[src/rtl/pwm_aq_pkg.sv]
package pwm_aq_pkg;

  typedef enum logic [1:0] {
    ActNone   = 2'b00,
    ActLow    = 2'b01,
    ActHigh   = 2'b10,
    ActToggle = 2'b11
  } aqAct_e;

  typedef enum logic [1:0] {
    RldZero   = 2'b00,
    RldPeriod = 2'b01,
    RldEither = 2'b10,
    RldNow    = 2'b11
  } aqReload_e;

  typedef struct packed {
    logic evZero;
    logic evPrd;
    logic evCmpA;
    logic evCmpB;
    logic loadForce;
  } aqStrobes_t;

  localparam int NumChan  = 2;
  localparam int FieldW   = 2;
  localparam int ZeroLsb  = 0;
  localparam int PrdLsb   = 2;
  localparam int CmpALsb  = 4;
  localparam int CmpBLsb  = 8;
  localparam int UsedBits = 10;

endpackage

[src/rtl/pwm_aq_ctrl.sv]
module pwm_aq_ctrl
  import pwm_aq_pkg::*;
#(
  parameter int CntWidth = 16
) (
  input  logic [CntWidth-1:0] cntVal,
  input  logic                cntUp,
  input  logic                atZero,
  input  logic                atPeriod,
  input  logic [CntWidth-1:0] cmpA,
  input  logic [CntWidth-1:0] cmpB,
  input  logic [1:0]          reloadMode,
  output aqStrobes_t          strobes
);

  logic matchA;
  logic matchB;

  assign matchA = (cntVal == cmpA);
  assign matchB = (cntVal == cmpB);

  always_comb begin
    strobes.evZero = atZero;
    strobes.evPrd  = atPeriod;
    strobes.evCmpA = matchA && cntUp;
    strobes.evCmpB = matchB && cntUp;
    unique case (aqReload_e'(reloadMode))
      RldZero:   strobes.loadForce = atZero;
      RldPeriod: strobes.loadForce = atPeriod;
      RldEither: strobes.loadForce = atZero || atPeriod;
      default:   strobes.loadForce = 1'b1;
    endcase
  end

endmodule

[src/rtl/pwm_aq_datapath.sv]
module pwm_aq_datapath
  import pwm_aq_pkg::*;
#(
  parameter int CtlWidth = 16
) (
  input  logic                              clk,
  input  logic                              rstN,
  input  aqStrobes_t                        strobes,
  input  logic [NumChan-1:0][CtlWidth-1:0]  actCtl,
  input  logic [NumChan*FieldW-1:0]         forceWord,
  output logic [NumChan-1:0]                pwmOut
);

  logic [NumChan*FieldW-1:0] activeForce;
  logic [NumChan*FieldW-1:0] nextForce;

  assign nextForce = strobes.loadForce ? forceWord : activeForce;

  always_ff @(posedge clk or negedge rstN) begin
    if (!rstN) activeForce <= '0;
    else       activeForce <= nextForce;
  end

  assert_force_stable_R7: assert property (@(posedge clk) disable iff (!rstN)
    !strobes.loadForce |=> $stable(activeForce));

  assert_force_load_R6: assert property (@(posedge clk) disable iff (!rstN)
    strobes.loadForce |=> (activeForce == $past(forceWord)));

  for (genvar ch = 0; ch < NumChan; ch++) begin : gChan
    localparam int CmpLsb   = (ch == 0) ? CmpALsb : CmpBLsb;
    localparam int OtherLsb = (ch == 0) ? CmpBLsb : CmpALsb;

    logic   cmpHit;
    aqAct_e zeroCode, prdCode, cmpCode, chosen;
    logic   evLevel, pwmD, pwmQ;
    logic [FieldW-1:0] forceSel;
    logic   unusedCtl;

    assign cmpHit   = (ch == 0) ? strobes.evCmpA : strobes.evCmpB;
    assign zeroCode = aqAct_e'(actCtl[ch][ZeroLsb +: FieldW]);
    assign prdCode  = aqAct_e'(actCtl[ch][PrdLsb +: FieldW]);
    assign cmpCode  = aqAct_e'(actCtl[ch][CmpLsb +: FieldW]);
    assign unusedCtl = ^{actCtl[ch][CtlWidth-1:UsedBits],
                         actCtl[ch][7:6],
                         actCtl[ch][OtherLsb +: FieldW]};

    always_comb begin
      if (cmpHit && cmpCode != ActNone)                 chosen = cmpCode;
      else if (strobes.evPrd && prdCode != ActNone)     chosen = prdCode;
      else if (strobes.evZero && zeroCode != ActNone)   chosen = zeroCode;
      else                                              chosen = ActNone;
    end

    always_comb begin
      unique case (chosen)
        ActLow:    evLevel = 1'b0;
        ActHigh:   evLevel = 1'b1;
        ActToggle: evLevel = ~pwmQ;
        default:   evLevel = pwmQ;
      endcase
    end

    assign forceSel = nextForce[ch*FieldW +: FieldW];

    always_comb begin
      unique case (aqAct_e'(forceSel))
        ActLow:  pwmD = 1'b0;
        ActHigh: pwmD = 1'b1;
        default: pwmD = evLevel;
      endcase
    end

    always_ff @(posedge clk or negedge rstN) begin
      if (!rstN) pwmQ <= 1'b0;
      else       pwmQ <= pwmD;
    end

    assign pwmOut[ch] = pwmQ;

    assert_force_low_R5: assert property (@(posedge clk) disable iff (!rstN)
      (strobes.loadForce && forceWord[ch*FieldW +: FieldW] == 2'b01) |=> !pwmQ);

    assert_idle_hold_R9: assert property (@(posedge clk) disable iff (!rstN)
      (!strobes.loadForce && !strobes.evZero && !strobes.evPrd && !cmpHit &&
       activeForce[ch*FieldW] == activeForce[ch*FieldW+1]) |=> $stable(pwmQ));

    assert_toggle_zero_R1: assert property (@(posedge clk) disable iff (!rstN)
      (!strobes.loadForce && strobes.evZero && !strobes.evPrd && !cmpHit &&
       zeroCode == ActToggle &&
       activeForce[ch*FieldW] == activeForce[ch*FieldW+1]) |=> (pwmQ != $past(pwmQ)));
  end

endmodule

[src/rtl/pwm_action_qual.sv]
module pwm_action_qual
  import pwm_aq_pkg::*;
#(
  parameter int CntWidth = 16,
  parameter int CtlWidth = 16
) (
  input  logic                clk,
  input  logic                rstN,
  input  logic [CntWidth-1:0] cntVal,
  input  logic                cntUp,
  input  logic                atZero,
  input  logic                atPeriod,
  input  logic [CntWidth-1:0] cmpA,
  input  logic [CntWidth-1:0] cmpB,
  input  logic [CtlWidth-1:0] actCtlA,
  input  logic [CtlWidth-1:0] actCtlB,
  input  logic [3:0]          forceWord,
  input  logic [1:0]          reloadMode,
  output logic                pwmA,
  output logic                pwmB
);

  aqStrobes_t                       strobes;
  logic [NumChan-1:0]               pwmOut;
  logic [NumChan-1:0][CtlWidth-1:0] actCtl;

  assign actCtl[0] = actCtlA;
  assign actCtl[1] = actCtlB;

  pwm_aq_ctrl #(.CntWidth(CntWidth)) u_ctrl (
    .cntVal     (cntVal),
    .cntUp      (cntUp),
    .atZero     (atZero),
    .atPeriod   (atPeriod),
    .cmpA       (cmpA),
    .cmpB       (cmpB),
    .reloadMode (reloadMode),
    .strobes    (strobes)
  );

  pwm_aq_datapath #(.CtlWidth(CtlWidth)) u_datapath (
    .clk       (clk),
    .rstN      (rstN),
    .strobes   (strobes),
    .actCtl    (actCtl),
    .forceWord (forceWord),
    .pwmOut    (pwmOut)
  );

  assign pwmA = pwmOut[0];
  assign pwmB = pwmOut[1];

endmodule

[config.mk]
export PLATFORM = sky130hd
export DESIGN_NAME = pwm_action_qual
export DESIGN_NICKNAME = d
export VERILOG_FILES = /design/src/rtl/pwm_aq_pkg.sv /design/src/rtl/pwm_aq_ctrl.sv /design/src/rtl/pwm_aq_datapath.sv /design/src/rtl/pwm_action_qual.sv
export SDC_FILE = /design/constraint.sdc
export NUM_CORES = 1
export LEC_CHECK = 0
export BUFFER_PORTS_ARGS = -buffer_cell sky130_fd_sc_hd__buf_2
export CELL_PAD_IN_SITES_DETAIL_PLACEMENT = 1
export CELL_PAD_IN_SITES_GLOBAL_PLACEMENT = 1
export CORE_ASPECT_RATIO = 0.8
export CORE_MARGIN = 3
export CORE_UTILIZATION = 20
export DETAILED_ROUTE_END_ITERATION = 16
export GPL_ROUTABILITY_DRIVEN = 0
export PLACE_DENSITY = 0.76
export SYNTH_ARGS = -nofsm -noshare
export SYNTH_HDL_FRONTEND = slang
export SYNTH_HIERARCHICAL = 1
export SYNTH_SLANG_ARGS = --single-unit
[constraint.sdc]
create_clock -name clk -period 1.2 [get_ports clk]
set_input_delay 0.06 -clock clk [delete_from_list [all_inputs] [get_ports clk]]
set_output_delay 0.06 -clock clk [all_outputs]
set_load 0.05 [all_outputs]
==> impl_metrics.yaml <==
floorplanning:
  die_h_um: 64.5
  die-area_mm2: 0.00510
  rows: 20
  die_x_um: 79.1
  core_mm2: 0.00395
  start_util_pct: 21.6
  io_pins: 93
place:
  dp_hpwl_mm: 3.15
  dp_cells: 248
  port_buffers: 72
  pre_cts_slack_ns: -1.07
detailed_routing:
  wl_met3_um: 102
  met1_length_mm: 1.45
  drtAntennaViolNets: 0
  routed.top_layer: "met4"
  viasPerCell: 4.18
  dr_total_vias: 1054
  drc: 0
  wirelength_mm: 3.46
  drt-pass1-iter-count: 4
  drt_iter0_markers: 20
  avgRoutedWirePerCell_um: 13.7
  dr_wl_met2_mm: 1.88
timing:
  final_hold_viol_count: 0
  drv_slew: 0
  timing.hold.ws_ns: 0.0812
  fmax_mhz: 506
  finalSetupViolCount: 2
  rsz0062_at_grt: "true"
  fin_ws_ns: -0.777
  period_needed_ns: 1.98
  finalClockSkew_ns: 0.0000715
  maxSlewHeadroom_pct: 79.8
  period_share_pct: 165
  tightest_slew_ns: 0.302
pwr:
  power.leakage_nw: 0.765
  p_per_area_mw_per_mm2: 750
  ir_worst_vdd_uv: 268
  finalPower_mw: 1.17
cts:
  clkTransAtPathRegs_ns: 0.03
  cts_tree: "built"
  cts_max_path_buffers: 2
  clock_sinks: 6
  root_buffer: "clkbuf_8"
  cts_buffers: 3
  h-tree-depth: 1
  clock_latency_ns: 0.22
cells_and_area:
  area_growth_pct: 82.0
  layout.cells.non_filler: 252
  final_layout_size_suffix_gt1_share_pct: 57.4
  final_nets: 295
  multi_input_area_um2: 687
  diodes: 0
  fill_cells: 518
  final_core_util_pct: 39.3
  seq_area_um2: 150
synthesis:
  ys_seq_elements: 6
  synthTopCellsByCount: "xnor2_1 (24), nand2_1 (10), xor2_1 (8)"
  synthesis.instances: 99
  synth_cell_type_count: 28
  synth_nets: 195
  yosysSeqAreaShare_pct: 17.6
  avgSynthCellArea_um2: 8.63
  yosysWarningCount: 6
  async_flop_share_pct: 100
  yosysMostFrequentCell: "xnor2_1"
  synth_area_um2: 855
  synthTopCellsByArea: "xnor2_1 (25%), dfrtp_1 (18%), xor2_1 (8.2%)"
  synth_top_cell_by_area: "xnor2_1"
  ys.flop_type: "dfrtp_1"
  synth_top_cell_area_share_pct: 24.6
  synth_edf_count: 0
critical_path:
  cp_max_fo: 2
  cp_slowest_cell: "ha_1"
  critical_path_depth: 11
  crit_type: "in2reg"
  r2r_start: "u_datapath/activeForce[1]"
  r2r_slack_ns: -0.10
  arrival_ns: 2.07
  reg2regPathDepth: 5
  crit_chain: "buf_2 > xor2_1 > nor4_2 > nand4_1 > nor4_2 > nand2_1 > a21o_1 > ha_1 > mux2_4 > o221ai_2 > o21ai_1"
  crit_family: "simple AND/OR/NAND/NOR gates"
  cp_data_required_time_ns: 1.30
  critPathMostFrequentCell: "nor4_2"
  r2r-end: "u_datapath/gChan[0].pwmQ"
  cp-start-kind: "primary input"
  endpoint: "u_datapath/gChan[1].pwmQ"
  end_kind: "flop"
  path_buf_inv: 1
  crit_start: "cntVal[8]"
  max_stage_delay_ns: 0.30
grt:
  antenna_found_initial: 0
  grt_usage_pct: 13.6
  grt_pass1_vias: 1175
  grt_max_degree: 7
  grt_pass1_wl_mm: 5.37
  overflow: 0
job:
  drv_cap: 0
status:
  failed_checks: "negative setup slack"
  status: "complete, but fails checks"
hold_path:
  hold_class: "in2reg"
-- cells in the final DEF, fill, tap and decap left out --
| master | n |
|---|---|
| nand3b_1 | 1 |
| mux2_4 | 1 |
| nor2b_1 | 1 |
| a21o_1 | 1 |
| o2111ai_2 | 1 |
| buf_6 | 4 |
| xnor2_1 | 24 |
| a31oi_2 | 1 |
| o211ai_1 | 1 |
| a22o_1 | 1 |
| and2_2 | 1 |
| nand3_1 | 2 |
| inv_1 | 6 |
| clkbuf_8 | 3 |
| mux2_2 | 1 |
| dlygate4sd3_1 | 1 |
| nand4_1 | 6 |
| o221ai_1 | 1 |
| nor2_2 | 1 |
| o21ai_2 | 1 |
| ha_1 | 5 |
| dfrtp_1 | 6 |
| o21ai_1 | 2 |
| o221ai_2 | 1 |
| nor2_1 | 1 |
| and2_1 | 1 |
| a211oi_1 | 1 |
| buf_4 | 24 |
| buf_2 | 70 |
| nor3_1 | 1 |
| nand2_1 | 10 |
| xor2_1 | 8 |
| mux2i_1 | 3 |
| nor4_2 | 4 |
| a32oi_1 | 1 |
-- sequential cells by signal, indices dropped and copies added, names as in the netlist --
signal,flops
u_datapath/gChan.pwmQ,2
u_datapath/activeForce,4
-- how the worst min path moves through the flow --
stage	startpoint	to	slack, ns	cells after the start
after floorplan	rstN	u_datapath/activeForce[0]	-0.24	0
after global placement	rstN	u_datapath/activeForce[1]	-0.11	1
after detailed placement	rstN	u_datapath/activeForce[1]	-0.11	1
after CTS	forceWord[2]	u_datapath/activeForce[2]	0.08	3
after global routing	forceWord[2]	u_datapath/activeForce[2]	0.11	3
final	forceWord[2]	u_datapath/activeForce[2]	0.08	3
-- kinds of logic after synthesis --
logic type	after synthesis	synth area share (%)
and+or+nand+nor	29	19.0
AOI/OAI and AO/OA	12	11.0
DFF	6	17.6
buffers and inverters	10	6.15
muxes	5	6.15
adders and majority gates	5	7.32
xor gates and xnor gates	32	32.8
-- metal layers --
layer  track usage (%)  vias to the layer above
met5                 0                        -
li1                  -                      541
met2              25.6                       20
met3              1.67                        4
met4              3.22                        0
met1              16.3                      489
-- power by group --
part           switching (mW)  internal [mW]  total, mW
clock network          0.0770          0.215      0.292
registers              0.0214          0.239      0.260
logic                   0.298          0.317      0.615
total                   0.397          0.770       1.17
-- layout make-up --
type	count	area share [%]
sequential	6	9.65
clock buffer	3	2.65
tap	55	4.42
multi-input combinational	83	44.2
timing repair buffer	99	37.7
inverter	6	1.45
-- tightest hold or removal path: cells and delay by family --
family   cells  cell delay, ns
buf+inv      2            0.13
mux          1            0.07
-- through the flow --
step	area (um2)	TNS (ns)
after floorplan	857	-0.954
after global placement	1450	-1.80
after detailed placement	1450	-1.90
after CTS	1520	-1.26
after global routing	1560	-1.44
final	1560	-1.12
-- timing repair --
action,CTS,global route
endpoints found under the setup margin,2,2
cloned,0,0
hold endpoints to repair,6,0
pin swaps,4,0
hold buffers,1,0
gates resized for setup,4,7
buffers inserted,0,0
(Power assumes the default switching activity.)
